===== config.mk =====
export PLATFORM = sky130hd
export DESIGN_NAME = dual_fmt_audio_tx
export DESIGN_NICKNAME = d
export VERILOG_FILES = /design/src/rtl/audtx_pkg.sv /design/src/rtl/audtx_sync.sv /design/src/rtl/audtx_sample_buf.sv /design/src/rtl/audtx_frame_fsm.sv /design/src/rtl/dual_fmt_audio_tx.sv
export SDC_FILE = /design/constraint.sdc
export NUM_CORES = 1
export LEC_CHECK = 0
export BUFFER_PORTS_ARGS = -buffer_cell sky130_fd_sc_hd__buf_2
export CAP_MARGIN = 10
export CORE_AREA = 2 2 131 133
export CTS_CLUSTER_SIZE = 24
export DETAILED_ROUTE_END_ITERATION = 8
export DIE_AREA = 0 0 133 135
export HOLD_SLACK_MARGIN = 0.05
export PLACE_DENSITY = 0.46
export SYNTH_ARGS = -nofsm -noshare
export SYNTH_HDL_FRONTEND = slang
export SYNTH_HIERARCHICAL = 1
export SYNTH_SLANG_ARGS = --single-unit

===== constraint.sdc =====
create_clock -name clk -period 2.8 [get_ports clk]
set_input_delay 0.28 -clock clk [delete_from_list [all_inputs] [get_ports clk]]
set_output_delay 0.28 -clock clk [all_outputs]
set_load 0.1 [all_outputs]

===== src/rtl/audtx_pkg.sv =====
package audtx_pkg;

    typedef enum logic [1:0] {
        ST_IDLE    = 2'd0,
        ST_MEASURE = 2'd1,
        ST_LEFT    = 2'd2,
        ST_RIGHT   = 2'd3
    } audtx_state_e;

endpackage


===== src/rtl/audtx_sync.sv =====
module audtx_sync #(
    parameter int W      = 2,
    parameter int STAGES = 2
) (
    input  logic         clk,
    input  logic         rst_n,
    input  logic [W-1:0] d,
    output logic [W-1:0] q
);
    logic [W-1:0] chain [STAGES];

    for (genvar g = 0; g < STAGES; g++) begin : g_stage
        if (g == 0) begin : g_first
            always_ff @(posedge clk or negedge rst_n) begin
                if (!rst_n) chain[g] <= '0;
                else        chain[g] <= d;
            end
        end else begin : g_next
            always_ff @(posedge clk or negedge rst_n) begin
                if (!rst_n) chain[g] <= '0;
                else        chain[g] <= chain[g-1];
            end
        end
    end

    assign q = chain[STAGES-1];
endmodule


===== src/rtl/audtx_sample_buf.sv =====
module audtx_sample_buf #(
    parameter int SAMPLE_W = 18
) (
    input  logic                clk,
    input  logic                rst_n,
    input  logic                in_valid,
    output logic                in_ready,
    input  logic [SAMPLE_W-1:0] in_left,
    input  logic [SAMPLE_W-1:0] in_right,
    input  logic                load_req,
    output logic [SAMPLE_W-1:0] word_left,
    output logic [SAMPLE_W-1:0] word_right
);
    logic                pend_full;
    logic [SAMPLE_W-1:0] pend_left, pend_right;
    logic [SAMPLE_W-1:0] act_left, act_right;
    logic                take;

    assign in_ready = !pend_full;
    assign take     = load_req && pend_full;

    always_ff @(posedge clk or negedge rst_n) begin
        if (!rst_n) begin
            pend_full  <= 1'b0;
            pend_left  <= '0;
            pend_right <= '0;
            act_left   <= '0;
            act_right  <= '0;
        end else if (in_valid && !pend_full) begin
            pend_full  <= 1'b1;
            pend_left  <= in_left;
            pend_right <= in_right;
        end else if (take) begin
            pend_full <= 1'b0;
            act_left  <= pend_left;
            act_right <= pend_right;
        end
    end

    assign word_left  = take ? pend_left  : act_left;
    assign word_right = take ? pend_right : act_right;
endmodule


===== src/rtl/audtx_frame_fsm.sv =====
module audtx_frame_fsm
    import audtx_pkg::*;
#(
    parameter int SAMPLE_W = 18,
    parameter int POS_W    = 6
) (
    input  logic                clk,
    input  logic                rst_n,
    input  logic                fmt_i2s,
    input  logic                sclk_s,
    input  logic                lrck_s,
    input  logic [SAMPLE_W-1:0] word_left,
    input  logic [SAMPLE_W-1:0] word_right,
    output logic                load_req,
    output logic                fall_evt,
    output logic                tx_active,
    output logic [POS_W-1:0]    slot_pos,
    output logic                sdata
);
    localparam logic [POS_W-1:0] POS_MAX  = '1;
    localparam logic [POS_W-1:0] DATA_END = POS_W'(SAMPLE_W);

    audtx_state_e        state, state_n;
    logic                sclk_q, lr_q, seen_fall;
    logic [POS_W-1:0]    pos, pos_n, idx;
    logic                left_lvl, boundary, enter_left;
    logic                bit_valid, sdata_n;
    logic [SAMPLE_W-1:0] word, shifted;

    assign fall_evt   = sclk_q && !sclk_s;
    assign left_lvl   = !fmt_i2s;
    assign boundary   = fall_evt && seen_fall && (lrck_s != lr_q);
    assign enter_left = boundary && (lrck_s == left_lvl);

    always_comb begin
        state_n = state;
        unique case (state)
            ST_IDLE:    if (enter_left) state_n = ST_MEASURE;
            ST_MEASURE: if (enter_left) state_n = ST_LEFT;
            ST_LEFT:    if (boundary)   state_n = ST_RIGHT;
            ST_RIGHT:   if (enter_left) state_n = ST_LEFT;
        endcase
    end

    assign load_req = enter_left && (state == ST_MEASURE || state == ST_RIGHT);

    always_comb begin
        if (boundary)            pos_n = '0;
        else if (pos == POS_MAX) pos_n = pos;
        else                     pos_n = pos + 1'b1;
    end

    always_ff @(posedge clk or negedge rst_n) begin
        if (!rst_n) begin
            state     <= ST_IDLE;
            sclk_q    <= 1'b0;
            lr_q      <= 1'b0;
            seen_fall <= 1'b0;
            pos       <= '0;
        end else begin
            sclk_q <= sclk_s;
            if (fall_evt) begin
                state     <= state_n;
                lr_q      <= lrck_s;
                seen_fall <= 1'b1;
                if (seen_fall) pos <= pos_n;
            end
        end
    end

    always_comb begin
        if (fmt_i2s) begin
            bit_valid = (pos_n != '0) && (pos_n <= DATA_END);
            idx       = pos_n - 1'b1;
        end else begin
            bit_valid = pos_n < DATA_END;
            idx       = pos_n;
        end
        word    = (state_n == ST_LEFT) ? word_left : word_right;
        shifted = word << idx;
        sdata_n = bit_valid && (state_n == ST_LEFT || state_n == ST_RIGHT)
                  && shifted[SAMPLE_W-1];
    end

    always_ff @(posedge clk or negedge rst_n) begin
        if (!rst_n)        sdata <= 1'b0;
        else if (fall_evt) sdata <= sdata_n;
    end

    assign tx_active = (state == ST_LEFT) || (state == ST_RIGHT);
    assign slot_pos  = pos;
endmodule


===== src/rtl/dual_fmt_audio_tx.sv =====
module dual_fmt_audio_tx #(
    parameter int SAMPLE_W    = 18,
    parameter int SLOT_W      = 32,
    parameter int SYNC_STAGES = 2
) (
    input  logic                clk,
    input  logic                rst_n,
    input  logic                fmt_i2s,
    input  logic                sclk_in,
    input  logic                lrck_in,
    input  logic                in_valid,
    output logic                in_ready,
    input  logic [SAMPLE_W-1:0] in_left,
    input  logic [SAMPLE_W-1:0] in_right,
    output logic                sdata
);
    localparam int POS_W = $clog2(SLOT_W) + 1;

    logic [1:0]          clk_pins, clk_sync;
    logic                load_req, fall_evt, tx_active;
    logic [POS_W-1:0]    slot_pos;
    logic [SAMPLE_W-1:0] word_left, word_right;

    assign clk_pins = {lrck_in, sclk_in};

    audtx_sync #(.W(2), .STAGES(SYNC_STAGES)) u_sync (
        .clk   (clk),
        .rst_n (rst_n),
        .d     (clk_pins),
        .q     (clk_sync)
    );

    audtx_sample_buf #(.SAMPLE_W(SAMPLE_W)) u_buf (
        .clk        (clk),
        .rst_n      (rst_n),
        .in_valid   (in_valid),
        .in_ready   (in_ready),
        .in_left    (in_left),
        .in_right   (in_right),
        .load_req   (load_req),
        .word_left  (word_left),
        .word_right (word_right)
    );

    audtx_frame_fsm #(.SAMPLE_W(SAMPLE_W), .POS_W(POS_W)) u_fsm (
        .clk        (clk),
        .rst_n      (rst_n),
        .fmt_i2s    (fmt_i2s),
        .sclk_s     (clk_sync[0]),
        .lrck_s     (clk_sync[1]),
        .word_left  (word_left),
        .word_right (word_right),
        .load_req   (load_req),
        .fall_evt   (fall_evt),
        .tx_active  (tx_active),
        .slot_pos   (slot_pos),
        .sdata      (sdata)
    );
endmodule


==> impl_metrics.json, run 1 <==
{
  "htree_num_levels": 3,
  "fin_crit_sh": 0.9759,
  "ff_latch_area_um2": 2232,
  "tightest_slew_ns": 0.6489,
  "layout_min_cycle_time_ns": 2.733,
  "crit_top_cell": "buf_12",
  "hold_ws_ns": 0.1604,
  "postSynthNetCount": 396,
  "max-vdd-ir-drop_uv": 342.5,
  "dp.cells": 610,
  "ys_warn_count": 6,
  "vias_per_cell": 4.649,
  "worstSetupEndpointType": "flip-flop",
  "grt_pass1_vias": 3121,
  "antenna_found_initial": 0,
  "wirelength_mm": 9.905,
  "drv_cap": 0,
  "syn_inst": 350,
  "power.density_cell_area_nw_per_um2": 1011,
  "cts_buffers": 9,
  "die_h_um": 135,
  "grt-ovfl-total": 0,
  "die-area_um2": 17960,
  "grt_max_degree": 49,
  "cts_tree": "built",
  "path_buf_inv": 2,
  "critPathLaunchType": "flip-flop",
  "grt_pass1_wl_mm": 16.57,
  "clock_latency_ns": 0.34,
  "finalNonFillerCells": 633,
  "tns_ns": 0,
  "finalSetupViolCount": 0,
  "worstPathArrival_ns": 2.96,
  "hpwl_mm": 6.970,
  "grt_use_total": 0.1196,
  "crit_chain": "buf_12, xnor2_2, nor4_4, nand2_4, buf_12, mux2_2, mux4_1, o21ai_0, o21a_1, a221oi_2",
  "gp_congestion": 0.8166,
  "slew_viol_final": 0,
  "fin_nets": 454,
  "status": "finished clean",
  "critPathTopFamily": "multiplexers",
  "rows": 47,
  "drtIter0Drc": 170,
  "hold_path.class": "in2reg",
  "routedWlPerCell_um": 15.65,
  "fin_worst_skew_ns": 0.004876,
  "multi_input_area_um2": 2442,
  "cpMaxStageDelayCell": "mux4_1",
  "power_leakage_nw": 2.555,
  "slew-limit-headroom": 0.5674,
  "drive_gt1_frac": 0.5061,
  "fill_cells": 1639,
  "hold_viol": 0,
  "fmax_mhz": 366.0,
  "cts.path.max_buffers": 2,
  "p_total_w": 0.005778,
  "syn_to_final_growth_pct": 17.83,
  "vias": 2943,
  "grt_setup_unrepaired": "true",
  "fin_util": 0.3483,
  "ioPinCount": 44,
  "antenna_cells": 0,
  "path_class": "reg2reg",
  "portBuffers": 43,
  "drc": 0,
  "postSynthAreaPerCell_um2": 13.86,
  "drt_first_pass_iters": 5,
  "root_buffer": "clkbuf_16",
  "numClockSinks": 89,
  "crit_path_max_fanout": 44,
  "core_area_um2": 16410,
  "cp.required_ns": 3.03,
  "netlist_area_um2": 4850,
  "initial_core_util": 0.2956,
  "die_x_um": 133,
  "antenna_left": 0,
  "max_stage_delay_ns": 0.54,
  "clk_pin_slew_ns": 0.06
}
state kept, by name, summed over array words and instances, names as in the netlist:
register	flops
u_sync/q	2
u_buf/pend_full	1
u_buf/pend_left	18
u_buf/act_right	18
u_fsm/seen_fall	1
u_buf/act_left	18
u_fsm/state	2
u_buf/pend_right	18
u_fsm/sdata	1
u_fsm/sclk_q	1
u_fsm/slot_pos	6
u_sync/chain	2
u_fsm/lr_q	1
cell usage in the layout (no fill, tap or decap), types with 6 or more instances in the layout:
cell type	instances
dfrtp_1	85
mux2_2	72
buf_2	42
mux2_4	29
nand2_1	23
buf_4	18
nand2b_1	11
clkbuf_16	9
o21ai_0	8
mux2_1	7
nor2_1	7
mux4_1	7
inv_1	6
what timing repair did:
action	CTS	global route
hold buffers	3	0
buffers inserted	2	2
gates resized for setup	0	11
hold endpoints to repair	43	0
pin swaps	1	3
setup endpoints to repair	1	1
worst register-to-register path: stages (launching register included):
cell	delay (ns)
dfrtp_2	0.46
buf_12	0.15
xnor2_2	0.23
nor4_4	0.07
nand2_4	0.09
buf_12	0.23
mux2_2	0.43
mux4_1	0.54
o21ai_0	0.21
o21a_1	0.18
a221oi_2	0.04
final cells by class:
| type | instances | share of cell area |
|---|---|---|
| timing repair buffer | 66 | 0.07620 |
| tap | 220 | 0.04817 |
| inverter | 6 | 0.003941 |
| multi-input combinational | 236 | 0.4274 |
| clock buffer | 11 | 0.04423 |
| clock inverter | 5 | 0.009415 |
| sequential | 89 | 0.3906 |
power breakdown:
part	internal, W	switching (W)	leakage [nW]	total, W
registers	0.00187	0.000415	1.08	0.00229
logic	0.00133	0.000934	1.32	0.00227
clock network	0.000736	0.000488	0.155	0.00122
metrics by stage:
step / setup slack [ns] / cell area, um^2
detailed placement: -0.009786 / 5290
finish: 0.06740 / 5714
global route: -0.05056 / 5714
CTS: 0.03152 / 5642
global placement: 0.07171 / 5290
floorplan: 0.04442 / 4862
path summary, 6_finish.rpt:
check,startpoint,end,slack [ns],cells after the start
worst max-delay path,u_sync/q[1]$_DFF_PN0_,u_fsm/sdata$_DFFE_PN0N_,0.07,10
worst min-delay path,in_left[2],u_buf/pend_left[2]$_DFFE_PN0P_,0.16,2
max in group asynchronous,rst_n,u_fsm/slot_pos[3]$_DFFE_PN0P_,1.67,3
worst max register to register,u_sync/q[1]$_DFF_PN0_,u_fsm/sdata$_DFFE_PN0N_,0.07,10
min in group asynchronous,rst_n,u_buf/pend_left[9]$_DFFE_PN0P_,0.47,2
worst min register to register,u_sync/chain[2]$_DFF_PN0_,u_sync/q[0]$_DFF_PN0_,0.35,0
metal layers:
metal / GRT usage / up-vias / routed length, um
met3: 0.02740 / 18 / 318
met4: 0.05317 / 0 / 236
met1: 0.1544 / 1472 / 4653
li1: - / 1402 / -
met5: 0 / - / 0
met2: 0.1923 / 51 / 4696
(Power assumes the default switching activity.)
==> run 2: changes to the inputs <==
Settings changed: PLACE_DENSITY 0.46 to default.
==> run 2 against run 1 <==
  * Power grew 2.2%
  * Register-to-register slack worse by 0.02 ns
  * Die area unchanged
  * Cell count increased by 2.4%
  * Wire length up 0.41%
  * Combinational power increased by 6%
  * Worst hold slack worse by 0.0037 ns
  * Clock skew up 0.0015 ns
  * Fmax decreased by 0.65%
  * Critical path type unchanged
  * Highest routed layer unchanged
==> impl_metrics.json, run 2 (synthesis results as in run 1) <==
{
  "grt_pass1_wl_mm": 15.65,
  "cpMaxStageDelayCell": "mux4_2",
  "clock_power_share": 0.207,
  "drt_first_pass_iters": 4,
  "fin_nets": 469,
  "cts_buffers": 9,
  "final_common_cell": "dfrtp_1",
  "p_switching_w": 0.001884,
  "routedWlPerCell_um": 15.35,
  "ioPinCount": 44,
  "rows": 47,
  "power_switching_share": 0.3190,
  "grt_setup_unrepaired": "true",
  "seqPwrFrac": 0.385,
  "p_int_w": 0.004022,
  "power.density_cell_area_nw_per_um2": 994.6,
  "fin_crit_sh": 0.9823,
  "fill_cells": 1589,
  "cts_tree": "built",
  "tns_ns": 0,
  "gp_congestion": 0.8324,
  "combPwrFrac": 0.408,
  "r2r_cells": 10,
  "grt_pass1_vias": 3032,
  "clk_pin_slew_ns": 0.06,
  "dp.cells": 608,
  "numClockSinks": 89,
  "slew_viol_final": 0,
  "die-area_um2": 17960,
  "fin_worst_skew_ns": 0.006329,
  "path_class": "reg2reg",
  "drc": 0,
  "pre_cts_ws_ns": -0.05783,
  "initial_core_util": 0.2956,
  "worstPathArrival_ns": 2.98,
  "hold_depth": 2,
  "max-vdd-ir-drop_uv": 397.1,
  "crit_chain": "nand3b_4, nor4_4, nand2_4, buf_8, clkbuf_16, mux2_2, mux4_2, o21ai_2, o21a_1, a221oi_2",
  "drive_gt1_frac": 0.5491,
  "max_stage_delay_ns": 0.50,
  "clock_latency_ns": 0.35,
  "grt_max_degree": 90,
  "r2r_slack_ns": 0.05,
  "root_buffer": "clkbuf_16",
  "slew-limit-headroom": 0.5648,
  "grt_use_total": 0.1125,
  "die_h_um": 135,
  "critPathLaunchType": "flip-flop",
  "p_total_w": 0.005906,
  "vias": 2981,
  "core_area_um2": 16410,
  "cts.path.max_buffers": 2,
  "drv_cap": 0,
  "syn_to_final_growth_pct": 22.45,
  "antenna_found_initial": 0,
  "vias_per_cell": 4.600,
  "status": "finished clean",
  "crit_path_max_fanout": 10,
  "hold_path.class": "in2reg",
  "wirelength_mm": 9.946,
  "layout_common_cells": "dfrtp_1, mux2_2, buf_2, mux2_4, buf_4",
  "finalNonFillerCells": 648,
  "antenna_left": 0,
  "grt-ovfl-total": 0,
  "tightest_slew_ns": 0.6529,
  "hold_viol": 0,
  "worstSetupEndpointType": "flip-flop",
  "fin_ws_ns": 0.04953,
  "antenna_cells": 0,
  "post_dp_cell_area_um2": 5288,
  "power_leakage_nw": 2.653,
  "drtIter0Drc": 67,
  "hpwl_mm": 6.632,
  "portBuffers": 43,
  "die_x_um": 133,
  "fmax_mhz": 363.6,
  "fin_area_um2": 5938,
  "htree_num_levels": 3,
  "finalSetupViolCount": 0,
  "cp.required_ns": 3.03,
  "layout_min_cycle_time_ns": 2.750
}
-- run 2: cell types whose count changed in the layout (fill, tap and decap cells not counted), moves of 2 or more --
| cell | previous run | this run |
|---|---|---|
| mux2_4 | 29 | 32 |
| mux4_2 | 1 | 5 |
| mux4_1 | 7 | 3 |
| a211oi_1 | 2 | 0 |
| clkbuf_16 | 9 | 13 |
| mux2_1 | 7 | 5 |
| a211oi_2 | 0 | 2 |
| buf_4 | 18 | 27 |
-- run 2: power groups by stage --
stage,clock network (W),logic [W],registers (W)
4_1_cts,0.00126,0.00224,0.00228
3_3_place_gp,0,0.00217,0.00226
5_1_grt,0.00131,0.00262,0.00237
2_1_floorplan,0,0.00180,0.00219
3_5_place_dp,0,0.00220,0.00230
6_report,0.00122,0.00241,0.00227
-- run 2: per-layer routing --
| layer | GRT usage | wire (um) |
|---|---|---|
| met1 | 0.1442 | 4749 |
| met2 | 0.1802 | 4740 |
| met3 | 0.02327 | 241 |
| met4 | 0.05795 | 214 |
| met5 | 0 | 0 |
-- run 2: layout make-up --
type                    count  area, um^2  area share
multi-input cells         236        2465      0.4151
flip-flops and latches     89        2232      0.3759
well taps                 220       275.3     0.04635
clock buffers              11       252.7     0.04256
repair buffers             81       636.9      0.1072
inverters                   6       22.52    0.003793
clock inverters             5       53.80    0.009060
-- run 2: through the flow --
| stage | utilization | hold slack (ns) |
|---|---|---|
| floorplan | - | -0.01559 |
| global placement | 0.3223 | 0.3467 |
| detailed placement | 0.3223 | 0.3463 |
| CTS | 0.3439 | 0.1429 |
| global route | 0.3619 | 0.1436 |
| finish | 0.3619 | 0.1567 |
-- run 2: final timing paths --
check                                     startpoint                              end
setup / recovery               u_sync/q[0]$_DFF_PN0_          u_fsm/sdata$_DFFE_PN0N_
hold / removal                           in_right[1]  u_buf/pend_right[1]$_DFFE_PN0P_
setup reg to reg               u_sync/q[0]$_DFF_PN0_          u_fsm/sdata$_DFFE_PN0N_
hold reg to reg            u_sync/chain[2]$_DFF_PN0_            u_sync/q[0]$_DFF_PN0_
max in group asynchronous                      rst_n            u_sync/q[1]$_DFF_PN0_
min in group asynchronous                      rst_n   u_buf/act_right[1]$_DFFE_PN0N_
-- run 2: worst max-delay path, delay by kind of cell, from the launching register on --
| kind | cells | cell delay, ns |
|---|---|---|
| compound gates | 3 | 0.33 |
| flops | 1 | 0.40 |
| simple gates | 3 | 0.77 |
| buf+inv | 2 | 0.35 |
| mux | 2 | 0.78 |
-- run 2: what timing repair did --
item	in CTS	in global routing
hold endpoints to repair	91	0
cloned	0	4
pin swaps	1	10
setup endpoints to repair	1	1
gates resized for setup	1	26
buffers inserted	1	16
hold buffers	3	0
